<file path="src/rtl/adc_ckdiv_pkg.sv">
package adc_ckdiv_pkg;

    localparam int CODE_W   = 3;
    localparam int MAX_LOG2 = 4;
    localparam int CNT_W    = MAX_LOG2;

    typedef enum logic {
        SRC_OSC = 1'b0,
        SRC_BUS = 1'b1
    } src_e;

    typedef logic [CODE_W-1:0] ratio_t;
    typedef logic [CNT_W-1:0]  count_t;

    typedef struct packed {
        src_e   src;
        ratio_t ratio;
    } cfg_t;

    localparam cfg_t CFG_RESET = '{src: SRC_OSC, ratio: '0};

    // Collapse every saturating code onto one value so equal divides compare equal
    function automatic ratio_t canon_ratio(ratio_t r);
        if (r[CODE_W-1])
            return ratio_t'(1 << (CODE_W-1));
        return r;
    endfunction

    // Terminal count (N-1) for a code
    function automatic count_t terminal_count(ratio_t r);
        int sh;
        sh = r[CODE_W-1] ? MAX_LOG2 : int'(r[CODE_W-2:0]);
        return count_t'((1 << sh) - 1);
    endfunction

endpackage

</file>
<file path="src/rtl/adc_tick_select.sv">
module adc_tick_select
    import adc_ckdiv_pkg::*;
(
    input  src_e sel_i,
    input  logic osc_tick_i,
    input  logic bus_tick_i,
    output logic tick_o
);
    always_comb begin
        unique case (sel_i)
            SRC_BUS: tick_o = bus_tick_i;
            default: tick_o = osc_tick_i;
        endcase
    end
endmodule

</file>
<file path="src/rtl/adc_cfg_watch.sv">
module adc_cfg_watch
    import adc_ckdiv_pkg::*;
(
    input  logic clk,
    input  logic rst,
    input  cfg_t cfg_i,
    input  logic busy_i,
    input  logic clr_i,
    output logic changed_o,
    output logic err_o
);
    cfg_t cfg_eff;
    cfg_t cfg_q;
    logic err_q;

    always_comb begin
        cfg_eff.src   = cfg_i.src;
        cfg_eff.ratio = canon_ratio(cfg_i.ratio);
    end

    assign changed_o = (cfg_eff != cfg_q);

    always_ff @(posedge clk) begin
        if (rst) begin
            cfg_q <= CFG_RESET;
            err_q <= 1'b0;
        end else begin
            cfg_q <= cfg_eff;
            if (changed_o && busy_i)
                err_q <= 1'b1;
            else if (clr_i)
                err_q <= 1'b0;
        end
    end

    assign err_o = err_q;

    AST_ERR_ON_BUSY_CHANGE: assert property (@(posedge clk) disable iff (rst)
        (changed_o && busy_i) |=> err_o);
    AST_ERR_RISE_CAUSE: assert property (@(posedge clk) disable iff (rst)
        $rose(err_o) |-> $past(changed_o && busy_i));
    AST_ERR_STICKY: assert property (@(posedge clk) disable iff (rst)
        (err_o && !clr_i) |=> err_o);
    AST_CFG_SETTLES: assert property (@(posedge clk) disable iff (rst)
        (changed_o && $stable(cfg_i)) |=> !changed_o);
endmodule

</file>
<file path="src/rtl/adc_pow2_divider.sv">
module adc_pow2_divider
    import adc_ckdiv_pkg::*;
(
    input  logic   clk,
    input  logic   rst,
    input  logic   tick_i,
    input  logic   restart_i,
    input  count_t last_i,
    output logic   ce_o
);
    count_t cnt_q;
    logic   ce_q;

    always_ff @(posedge clk) begin
        if (rst) begin
            cnt_q <= '0;
            ce_q  <= 1'b0;
        end else if (restart_i) begin
            cnt_q <= '0;
            ce_q  <= 1'b0;
        end else if (tick_i) begin
            if (cnt_q >= last_i) begin
                cnt_q <= '0;
                ce_q  <= 1'b1;
            end else begin
                cnt_q <= cnt_q + count_t'(1);
                ce_q  <= 1'b0;
            end
        end else begin
            ce_q <= 1'b0;
        end
    end

    assign ce_o = ce_q;

    AST_CE_FROM_TICK: assert property (@(posedge clk) disable iff (rst)
        ce_o |-> $past(tick_i && !restart_i));
    AST_CE_SINGLE: assert property (@(posedge clk) disable iff (rst)
        (ce_o && last_i != '0 && !restart_i) |=> !ce_o);
    AST_RESTART_CLEARS: assert property (@(posedge clk) disable iff (rst)
        restart_i |=> (cnt_q == '0 && !ce_o));
    AST_CNT_IN_RANGE: assert property (@(posedge clk) disable iff (rst)
        !restart_i |-> (cnt_q <= last_i));
    AST_IDLE_HOLDS: assert property (@(posedge clk) disable iff (rst)
        (!tick_i && !restart_i) |=> (!ce_o && $stable(cnt_q)));
endmodule

</file>
<file path="src/rtl/adc_clock_prescaler.sv">
module adc_clock_prescaler
    import adc_ckdiv_pkg::*;
(
    input  logic              clk,
    input  logic              rst,
    input  logic              osc_tick_i,
    input  logic              bus_tick_i,
    input  logic              src_sel_i,
    input  logic [CODE_W-1:0] ratio_i,
    input  logic              conv_busy_i,
    input  logic              err_clr_i,
    output logic              conv_ce_o,
    output logic              cfg_err_o
);
    cfg_t   cfg_in;
    logic   sel_tick;
    logic   cfg_changed;
    count_t last_cnt;

    always_comb begin
        cfg_in.src   = src_e'(src_sel_i);
        cfg_in.ratio = ratio_i;
    end

    assign last_cnt = terminal_count(ratio_i);

    adc_tick_select u_sel (
        .sel_i      (cfg_in.src),
        .osc_tick_i (osc_tick_i),
        .bus_tick_i (bus_tick_i),
        .tick_o     (sel_tick)
    );

    adc_cfg_watch u_watch (
        .clk       (clk),
        .rst       (rst),
        .cfg_i     (cfg_in),
        .busy_i    (conv_busy_i),
        .clr_i     (err_clr_i),
        .changed_o (cfg_changed),
        .err_o     (cfg_err_o)
    );

    adc_pow2_divider u_div (
        .clk       (clk),
        .rst       (rst),
        .tick_i    (sel_tick),
        .restart_i (cfg_changed),
        .last_i    (last_cnt),
        .ce_o      (conv_ce_o)
    );

    AST_UNSEL_NO_CE: assert property (@(posedge clk) disable iff (rst)
        !sel_tick |=> !conv_ce_o);
    AST_DIV1_PASS: assert property (@(posedge clk) disable iff (rst)
        (ratio_i == 3'b000 && sel_tick && !cfg_changed) |=> conv_ce_o);
endmodule

</file>
<file path="config.mk">
export PLATFORM = sky130hd
export DESIGN_NAME = adc_clock_prescaler
export DESIGN_NICKNAME = d
export VERILOG_FILES = /design/src/rtl/adc_ckdiv_pkg.sv /design/src/rtl/adc_tick_select.sv /design/src/rtl/adc_cfg_watch.sv /design/src/rtl/adc_pow2_divider.sv /design/src/rtl/adc_clock_prescaler.sv
export SDC_FILE = /design/constraint.sdc
export NUM_CORES = 1
export LEC_CHECK = 0
export BUFFER_PORTS_ARGS = -buffer_cell sky130_fd_sc_hd__buf_4
export CORE_UTILIZATION = 40
export DETAILED_ROUTE_END_ITERATION = 16
export GPL_TIMING_DRIVEN = 0
export PLACE_DENSITY_LB_ADDON = 0.3
export SLEW_MARGIN = 10
export SYNTH_ARGS = -nofsm -noshare
export SYNTH_HDL_FRONTEND = slang
export SYNTH_SLANG_ARGS = --single-unit
</file>
<file path="constraint.sdc">
create_clock -name clk -period 2.1 [get_ports clk]
set_clock_uncertainty 0.15 [all_clocks]
set_input_delay 0.42 -clock clk [delete_from_list [all_inputs] [get_ports clk]]
set_output_delay 0.42 -clock clk [all_outputs]
set_load 0.01 [all_outputs]
</file>
; Word level (Yosys, flattened, before mapping)
; Cells that the tools add are included.
[totals]
reg_bits = 10
latchBits = 0
ramBits = 0
rom_bits = 0
out_inout_bits = 2
word_cells = 24
n_memories = 0
[classes]
addsub = 2
n_mul = 0
div_mod_pow = 0
magnitude_cmp = 1
n_eq_ne = 1
shift = 1
n_mux = 9
n_bitwise = 1
reduce_logical = 4
[ops]
columns = operator, n
row1 = $mux 3, 3
row2 = $mux 1, 5
row3 = $add 4x1->4 const B, 1
row4 = $ge 4x4->1, 1
row5 = $mux 4, 1
row6 = $ne 4x4->1, 1
row7 = $shl 1x3->4 const A, 1
row8 = $sub 4x2->4 const B, 1
row9 = $reduce_or 3->1, 1
row10 = $reduce_bool 2->1, 1
row11 = $reduce_or 2->1, 1
row12 = $logic_and 1x1->1, 1
row13 = $not 1->1, 1

; Longest topological paths before layout
; Gate-level depths: netlist (run 1).
[logic_depth]
word_depth = 5
depth_mapped = 7
mapped_depth_nobuf = 6

; By module
; Synthesis (run 1) repeated with hierarchy kept, for this count alone.
[hier_totals]
hier_cells = 62
hier_area_um2 = 585.6
[by_module_without_submodules]
columns = module, n_inst, cells_per_inst, area_per_inst_um2, seq_area_each_um2
row1 = adc_pow2_divider, 1, 37, 332.8, 100.1
row2 = adc_cfg_watch, 1, 20, 212.7, 100.1
row3 = adc_clock_prescaler, 1, 4, 25.0, 0.0
row4 = adc_tick_select, 1, 1, 15.0, 0.0

; Least setup slack after synthesis (run 1)
; No wires, ideal clock.
[synth_timing]
path_kind = input to register
start = input port ratio_i[2]
end = register u_div.ce_q, in the netlist u_div.ce_o
arrival_ps = 1814
required_time_ps = 1834
slack_ps = 20
stages = 6
cell_sequence = buf_6 or3_2 ha_1 o2111ai_1 a21oi_1 and2b_2
[synth_via]
elab_chain_cells = 5
elab_cells_between_ends = 9
cone_classes = 1 x add/sub / 1 x order compare / 1 x eq/ne / 1 x shift / 4 x mux / 1 x reduce/logical
[synth_rtl]
columns = element, line_no
row1 = from (decl), adc_clock_prescaler.sv:9  ; input logic [CODE_W-1:0] ratio_i,
row2 = $mux 3, adc_ckdiv_pkg.sv:32  ; sh = r[CODE_W-1] ? MAX_LOG2 : int'(r[CODE_W-2:0]);
row3 = $shl 1x3->4, adc_ckdiv_pkg.sv:33  ; return count_t'((1 << sh) - 1);
row4 = $sub 4x2->4, adc_ckdiv_pkg.sv:33
row5 = $ge 4x4->1, adc_pow2_divider.sv:22  ; if (cnt_q >= last_i) begin
row6 = $mux 1, adc_pow2_divider.sv:22
row7 = to (signal assigned), adc_pow2_divider.sv:20  ; ce_q <= 1'b0;
row8 = to (signal assigned), adc_pow2_divider.sv:24  ; ce_q <= 1'b1;
row9 = to (signal assigned), adc_pow2_divider.sv:27  ; ce_q <= 1'b0;
row10 = to (decl), adc_pow2_divider.sv:12  ; logic ce_q;
; Parallel ways exist; a longest one is shown, timed or not.
; A chain may end at the register's enable or synchronous reset.

; Worst setup path in the final report (run 1)
; Same ends and word-level chain as after synthesis.

==> results.toml, run 1 <==
[run_status]
outcome = "finished clean"

[critical_path]
crit_family = "simple AND/OR/NAND/NOR gates"
crit_fanout = 9
worstSetupEndpointType = "register"
worstPathArrival_ps = 1910
reg2reg_slack_ps = 470
critPathBufInv = 1
reg2reg_depth = 5
worstPathRequired_ps = 2110
cp.depth = 6
cp_cell_sequence = "buf_6 -> or3_2 -> ha_1 -> o2111ai_1 -> a21oi_1 -> and2b_2"
worst_path_max_delay_cell = "or3_2"
critPathMaxStageDelay_ps = 470
crit_type = "primary input to register"
cp-start-kind = "primary input"

[power]
power_uw = 381
pwr-share-clk_pct = 34.1
peakVddDrop_mv = 0.312
power_leakage_nw = 0.288
swShare_pct = 23.7
p_switching_uw = 90.1
pwr_density_cell_mw_per_mm2 = 593
p_comb_share_pct = 13.9
seqPwrFrac_pct = 52.1
p_int_uw = 290

[detailed_routing]
wl_per_cell_um = 10.6
ant_nets = 0
first_pass_iters = 2
drcViolationCount = 0
drt-initial-drc-count = 4
wirelength_um = 870
vias = 404
drt-vias-per-instance = 4.93

[sta]
relSlewSlack_pct = 65.5
finalHoldViolations = 0
timing.final.crit_share_pct = 90.5
finalSetupTns_ps = 0
rsz0062_at_grt = "no"
maxSlewViolCount = 0
whs_ps = 192
setup_viol = 0
worst_pin_slew_ps = 504
fmax_mhz = 526
fin_crit_ps = 1900

[flow_run]
max-cap-violations = 0

[yosys]
synth.avg_cell_area_um2 = 9.58
synth_fp_nets = 70
ys.flop_type = "dfxtp_1"
syn_inst = 55
synth_edf_count = 0
ys_ff_latch = 10
yosysSeqAreaShare_pct = 38.0
syn_area_um2 = 527
synth_cell_types = 24
ys_warn_count = 0
async_reset_ff_share_pct = 0

[placed_design]
numPortBuffers = 10
place.gp.congestion = 0.771
post_dp_cell_area_um2 = 619
place_hpwl_um = 705

[global_routing]
grt_start_max_net_pins = 10
first_global_vias = 371
track_usage_pct = 15.9
globalRouteOverflowTotal = 0
antenna_found_initial = 0
grt_pass1_wl_um = 1520

[floorplan]
fp.dieArea_mm2 = 0.00147
top_level_ports = 12
die_y_um = 38.3
start_util_pct = 45.0
rows = 12
coreArea_mm2 = 0.00117
die_x_um = 38.3

[cells_and_area]
design_area_um2 = 642
area.growth.synth_to_final_pct = 21.9
final_nets = 85
fillers = 115
drive_above_1_share_pct = 26.5
final_util_pct = 54.8
n_antenna_cell = 0

[clock_tree]
htreeDepth = 1
clk_path_buf_depth = 2
clkTransAtPathRegs_ps = 60
post_cts.repair.setup_buffers = 0
cts_resized = 0
cts_hold_buf = 0
cts-root-buf = "clkbuf_4"
cts-buffers-inserted = 3
cts_tree = "done"
cts_sinks = 10
clk_latency_ps = 260

[min_path]
hold_class = "primary input to register"
worstHoldPathCells = 2
## sequential cells by signal (all words and copies together) (netlist names)
register and cells:
u_watch.err_o 1, u_watch.cfg_q 4, u_div.cnt_q 4, u_div.ce_o 1
## metrics by stage
| step | worst slack, ps | cells |
|---|---|---|
| 5_1_grt | 86.8 | 82 |
| 3_5_place_dp | -80.1 | 79 |
| 2_1_floorplan | 20.4 | 55 |
| 4_1_cts | 209 | 82 |
| 6_report | 199 | 82 |
| 3_3_place_gp | -81.0 | 79 |
## cell usage after synthesis, types with 2 or more instances
| master | number | area share (%) |
|---|---|---|
| dfxtp_1 | 10 | 38 |
| a21oi_1 | 5 | 4.7 |
| ha_1 | 5 | 12 |
| xnor2_1 | 5 | 8.3 |
| nor2_1 | 4 | 2.8 |
| inv_1 | 3 | 2.1 |
| nor3_1 | 3 | 2.8 |
| nand2_1 | 2 | 1.4 |
| nor2b_1 | 2 | 2.4 |
| nor3b_1 | 2 | 2.8 |
## per-layer routing
| layer | vias to the layer above | wire length, µm | track usage [%] | share of wire, % |
|---|---|---|---|---|
| met5 | - | 0 | 0 | 0 |
| met4 | 0 | 11 | 5.36 | 1.3 |
| met3 | 3 | 56 | 8.72 | 6.4 |
| met2 | 11 | 382 | 22.9 | 44 |
| met1 | 171 | 420 | 19.9 | 48 |
| li1 | 219 | - | - | - |
## placed cells by master, fill, tap and decap left out
cell,n
a2bb2oi_1,1
buf_6,1
nand2b_1,1
nor2b_1,2
or4_4,1
ha_1,5
or3_2,1
nor3b_1,2
nand2_1,2
clkbuf_4,3
o31ai_1,1
xor2_1,1
and2b_2,1
nor3_1,3
nand3_1,1
xnor2_1,5
or2b_2,1
dfxtp_1,10
buf_4,10
a21oi_1,5
nor2_1,4
o2111ai_1,1
a21o_1,1
inv_1,3
mux2i_1,1
nand4b_1,1
## worst paths after layout
path | endpoint | startpoint
min reg2reg | u_watch.err_o | u_watch.err_o
max | u_div.ce_o | ratio_i[2]
max reg2reg | u_div.ce_o | u_div.cnt_q[2]
min | u_watch.cfg_q[1] | ratio_i[2]
## power by group through the flow
stage               clock [mW]  sequential [mW]  combinational (mW)
floorplan                    0            0.203              0.0299
global placement             0            0.202              0.0519
detailed placement           0            0.203              0.0532
CTS                      0.140            0.198              0.0534
global route             0.144            0.199              0.0597
finish                   0.130            0.198              0.0527
## final cells by class
type | count | area (µm²) | area share [%]
repair buffers | 10 | 75.1 | 11.7
multi-input cells | 41 | 304 | 47.4
clock buffers | 3 | 22.5 | 3.51
inverters | 3 | 11.3 | 1.75
flip-flops and latches | 10 | 200 | 31.2
well taps | 14 | 17.5 | 2.73
plain buffers | 1 | 11.3 | 1.75
## logic make-up after synthesis
group | count (synthesis) | synth area share, %
adder cells (fa/ha/maj) | 5 | 11.9
multiplexers | 1 | 1.90
AO/OA/AOI/OAI | 9 | 10.9
AND/OR/NAND/NOR | 20 | 23.0
XOR/XNOR | 6 | 9.98
buffers and inverters | 4 | 4.28
flip-flops | 10 | 38.0
Note: power is estimated with default switching activity, not from simulation.
==> run 2: changes to the inputs <==
ABC_AREA = 1   (was not set)
==> run 2 against run 1 <==
Compared with the run above: utilization decreased by 3.0 points; area after synthesis increased by 22%; fmax up 20%; clock power is 44% higher; critical path type unchanged; final area increased by 22%; non-clock buffer count stayed put; wire length increased by 48%; sequential power barely moved; worst setup slack gained 310 ps; combinational power is 47% higher; register-to-register slack better by 140 ps; sequential cell count stayed put.
==> results.toml, run 2 <==
[run_status]
outcome = "finished clean"

[global_routing]
antenna_found_initial = 0
track_usage_pct = 18.0
grt_pass1_wl_um = 2330
grt_start_max_net_pins = 9
globalRouteOverflowTotal = 0
first_global_vias = 571

[yosys]
yosysTopAreaCell = "dfxtp_1"
synth_xor_area_share_pct = 6.63
synthMuxAreaShare_pct = 0
synthTopCellsByCount = "nand2_1 (23), nor2_1 (13), inv_1 (12)"
synth.avg_cell_area_um2 = 6.83
synth-adder-area-share_pct = 9.75
async_reset_ff_share_pct = 0
ys_ff_latch = 10
yosysSeqAreaShare_pct = 31.2
synth_compound_area_share_pct = 5.46
ys_top_cells_by_area = "dfxtp_1 (31%), nand2_1 (13%), ha_1 (9.7%)"
synth_edf_count = 0
yosysMostFrequentCell = "nand2_1"
syn_area_um2 = 642
yosys.area_share.simple_pct = 37.0
synth_top_family_by_area = "simple AND/OR/NAND/NOR gates"
ys.flop_type = "dfxtp_1"
syn_inst = 94
synth_fp_nets = 109
synth_top_area_share_pct = 31.2
ys_warn_count = 0
synth_cell_types = 17

[critical_path]
crit_family = "simple AND/OR/NAND/NOR gates"
crit_type = "primary input to register"
worstPathArrival_ps = 1660
worstPathRequired_ps = 2170
cp_cell_sequence = "buf_4 -> inv_2 -> nand2_2 -> nand3_1 -> ha_1 -> nand4_1 -> nand3_1 -> nand2_1 -> nand3_2 -> nor2_1"
critPathBufInv = 2
cp-start-kind = "primary input"
timing.critical_path.mode_cell = "nand3_1"
worstSetupEndpointType = "register"
worst_path_max_delay_cell = "ha_1"
critPathMaxStageDelay_ps = 230
crit_fanout = 8

[sta]
finalSetupTns_ps = 0
relSlewSlack_pct = 81.5
finalHoldViolations = 0
setup_viol = 0
maxSlewViolCount = 0
setup_ws_ps = 511
fmax_mhz = 629
timing.final.crit_share_pct = 75.7
fin_crit_ps = 1590
worst_pin_slew_ps = 276
rsz0062_at_grt = "no"

[cells_and_area]
design_area_um2 = 781
fillers = 149
drive_above_1_share_pct = 25.7
n_antenna_cell = 0
regArea_um2 = 200
final_util_pct = 51.8
final_nets = 125
top_regs = "u_div.cnt_q x4, u_watch.cfg_q x4"
area.growth.synth_to_final_pct = 21.6
layout_common_cells = "nand2_1 (23), nor2_1 (13), inv_1 (12)"
multi_input_area_um2 = 378
final_common_cell = "nand2_1"

[power]
pwr_density_cell_mw_per_mm2 = 593
power_leakage_nw = 0.388
peakVddDrop_mv = 0.313

[detailed_routing]
drt-initial-drc-count = 4
first_pass_iters = 6
ant_nets = 0
drcViolationCount = 0
wirelength_um = 1290
drt-vias-per-instance = 4.68
vias = 585
wl_per_cell_um = 10.3

[clock_tree]
cts_sinks = 10
cts-buffers-inserted = 3
clk_latency_ps = 280
post_cts.repair.setup_buffers = 0
clkTransAtPathRegs_ps = 80
cts_hold_buf = 0
cts_tree = "done"
cts_resized = 0
clk_path_buf_depth = 2
htreeDepth = 1
cts-root-buf = "clkbuf_4"

[placed_design]
post_dp_cell_area_um2 = 744
numPortBuffers = 11
place_hpwl_um = 1010
place_ws_ps = 220
place.gp.congestion = 0.787

[floorplan]
coreArea_mm2 = 0.00151
die_x_um = 42.1
fp.dieArea_mm2 = 0.00177
rows = 14
start_util_pct = 42.6
top_level_ports = 12
die_y_um = 42.1

[flow_run]
max-cap-violations = 0

[min_path]
hold_class = "primary input to register"
-- run 2: layer usage --
| layer | GRT usage, % | vias to the layer above | share of wire, % |
|---|---|---|---|
| met1 | 21.0 | 249 | 47 |
| met3 | 5.17 | 4 | 3.4 |
| met5 | 0 | - | 0 |
| met4 | 11.3 | 0 | 3.3 |
| met2 | 28.7 | 12 | 46 |
| li1 | - | 320 | - |
-- run 2: worst paths after layout --
path | slack (ps) | from | endpoint | cells past startpoint
max | 510 | ratio_i[2] | u_div.cnt_q[0] | 10
min reg2reg | 340 | u_watch.err_o | u_watch.err_o | 2
max reg2reg | 610 | u_div.cnt_q[0] | u_div.cnt_q[0] | 7
min | 200 | rst | u_watch.cfg_q[1] | 2
-- run 2: cells by family (layout without fill, tap and decap cells) --
family,count (synthesis),after routing
AO/OA/AOI/OAI,7,7
flip-flops,10,10
buffers and inverters,17,32
adder cells (fa/ha/maj),5,5
XOR/XNOR,4,4
AND/OR/NAND/NOR,51,51
-- run 2: worst register-to-register path: stages (launching register included) --
cell and delay (ps):
dfxtp_1 370, inv_1 90, ha_1 300, nand4_1 120
nand3_1 100, nand2_1 110, nand3_2 110, nor2_1 100
-- run 2: per-stage QoR --
stage | hold slack, ps | power [mW] | instances
floorplan | 327 | 0.250 | 94
global placement | 300 | 0.278 | 121
detailed placement | 338 | 0.281 | 121
CTS | 197 | 0.465 | 125
global route | 196 | 0.487 | 125
finish | 195 | 0.463 | 125
-- run 2: area by class of cell --
cell class / instances / share of cell area (%)
sequential: 10 / 25.6
multi-input combinational: 67 / 48.4
clock buffer: 4 / 4.65
tap: 16 / 2.56
timing repair buffer: 11 / 10.6
inverter: 17 / 8.17
-- run 2: power by group --
| part | leakage, nW | total, mW | switching, mW | internal [mW] |
|---|---|---|---|---|
| clock | 0.0210 | 0.187 | 0.0814 | 0.106 |
| combinational | 0.285 | 0.0774 | 0.0442 | 0.0332 |
| sequential | 0.0817 | 0.199 | 0.00351 | 0.195 |
| total | 0.388 | 0.463 | 0.129 | 0.334 |
==> run 3: changes to the inputs <==
clock period = 1.6 ns   (was 2.1 ns; I/O delays follow)
==> run 3 against run 2 <==
Compared with the run above: sequential cell count unchanged; highest routed layer unchanged; non-clock buffer count is the same; critical path depth decreased by 2; die area did not move; first-iteration DRC count did not move; clock-buffer cell count unchanged; register-to-register slack got worse by 470 ps; sequential share of layout area about the same; wire length shrank 0.39%; clock power rose by 31%; sequential power up 31%; combinational power is 32% higher.
==> results.toml, run 3 (synthesis gave the netlist of run 2 again) <==
[run_status]
outcome = "finished clean"

[cells_and_area]
drive_above_1_share_pct = 26.6
final_nets = 125
layout_common_cells = "nand2_1 (23), nor2_1 (13), inv_1 (12)"
top_regs = "u_div.cnt_q x4, u_watch.cfg_q x4"
area.growth.synth_to_final_pct = 22.2
n_antenna_cell = 0
final_common_cell = "nand2_1"

[sta]
relSlewSlack_pct = 81.5
fin_crit_ps = 1460
finalHoldViolations = 0
rsz0062_at_grt = "no"
worst_pin_slew_ps = 276
setup_viol = 0
setup_ws_ps = 137
timing.final.crit_share_pct = 91.5
finalSetupTns_ps = 0
fmax_mhz = 683
maxSlewViolCount = 0

[detailed_routing]
drcViolationCount = 0
wl_per_cell_um = 10.2
wirelength_um = 1280
first_pass_iters = 6
drt-initial-drc-count = 4
met3_length_um = 44
drt-vias-per-instance = 4.68
wl_met2_um = 599
ant_nets = 0
routed.top_layer = "met4"
wl_met1_um = 592
vias = 585

[floorplan]
top_level_ports = 12
coreArea_mm2 = 0.00151
start_util_pct = 42.6
fp.dieArea_mm2 = 0.00177
die_x_um = 42.1
die_y_um = 42.1
rows = 14

[min_path]
whs_endpoint = "u_watch.cfg_q[1]"
hold_class = "primary input to register"
worstHoldPathCells = 2
holdCritStartpoint = "rst"

[critical_path]
reg2reg_slack_ps = 140
worstSetupEndpointType = "register"
reg2reg_from = "u_div.cnt_q[1]"
reg2reg_to = "u_div.cnt_q[0]"
cp-start-kind = "register"
crit_fanout = 4
worstPathArrival_ps = 1530
worstPathRequired_ps = 1670
crit_type = "register to register"
reg2reg_depth = 8

[clock_tree]
cts_hold_buf = 0
cts_tree = "done"
cts_resized = 0
clk_latency_ps = 280
post_cts.repair.setup_buffers = 0
clk_path_buf_depth = 2
clkTransAtPathRegs_ps = 80
cts-root-buf = "clkbuf_4"
cts-buffers-inserted = 3
cts_sinks = 10
htreeDepth = 1

[power]
peakVddDrop_mv = 0.411
pwr_density_cell_mw_per_mm2 = 775
power_leakage_nw = 0.389

[global_routing]
antenna_found_initial = 0
first_global_vias = 571
grt_pass1_wl_um = 2330
grt_start_max_net_pins = 9
track_usage_pct = 18.0
globalRouteOverflowTotal = 0

[placed_design]
numPortBuffers = 11
place.gp.congestion = 0.787
place_hpwl_um = 1010
place_ws_ps = -180

[flow_run]
max-cap-violations = 0
==> run 3: cell counts in the layout (fill, tap and decap cells not counted) <==
Identical to the previous run, type by type.
==> run 3: how the worst max path moves through the flow <==
| stage | start | endpoint | slack, ps | cells after the start |
|---|---|---|---|---|
| after detailed placement | ratio_i[2] | u_div.cnt_q[0] | -180 | 10 |
| after floorplan | ratio_i[2] | u_div.cnt_q[3] | 150 | 9 |
| after CTS | u_div.cnt_q[0] | u_div.cnt_q[0] | 110 | 7 |
| final | u_div.cnt_q[1] | u_div.cnt_q[0] | 140 | 8 |
| after global routing | u_div.cnt_q[1] | u_div.cnt_q[3] | 10 | 8 |
| after global placement | ratio_i[2] | u_div.cnt_q[3] | -150 | 10 |
==> run 3: where the power goes <==
part / internal (mW) / leakage [nW] / switching, mW / total (mW)
sequential: 0.256 / 0.0822 / 0.00459 / 0.261
clock: 0.139 / 0.0210 / 0.106 / 0.245
combinational: 0.0440 / 0.285 / 0.0584 / 0.102
total: 0.439 / 0.389 / 0.169 / 0.608
==> run 3: metrics by stage <==
| stage | cell area (µm²) | total power, mW | hold slack, ps | utilization (%) | std cells |
|---|---|---|---|---|---|
| floorplan | 642 | 0.328 | 239 | - | 94 |
| global placement | 744 | 0.365 | 300 | 49.4 | 121 |
| detailed placement | 744 | 0.369 | 338 | 49.4 | 121 |
| CTS | 781 | 0.610 | 96.8 | 51.8 | 125 |
| global route | 785 | 0.641 | 95.3 | 52.1 | 125 |
| finish | 785 | 0.608 | 95.1 | 52.1 | 125 |
==> run 3: per-layer routing <==
metal,track usage (%),up-vias
met1,21.0,249
met5,0,-
met2,28.7,12
met4,11.3,0
li1,-,320
met3,5.17,4
==> run 3: final cells by class <==
class / count / area (µm²)
Tap cell: 16 / 20.0
Inverter: 17 / 66.3
Sequential cell: 10 / 201
Fill cell: 147 / 722
Clock buffer: 4 / 36.3
Timing Repair Buffer: 11 / 82.6
Multi-Input combinational cell: 67 / 378
==> run 3: critical path, stage by stage, from the launching register on <==
cell	delay, ps
dfxtp_1	350
ha_1	320
nand2_1	80
nand2_1	50
nand2_1	70
nand3_1	80
nand2_1	110
nand3_2	110
nor2_1	100
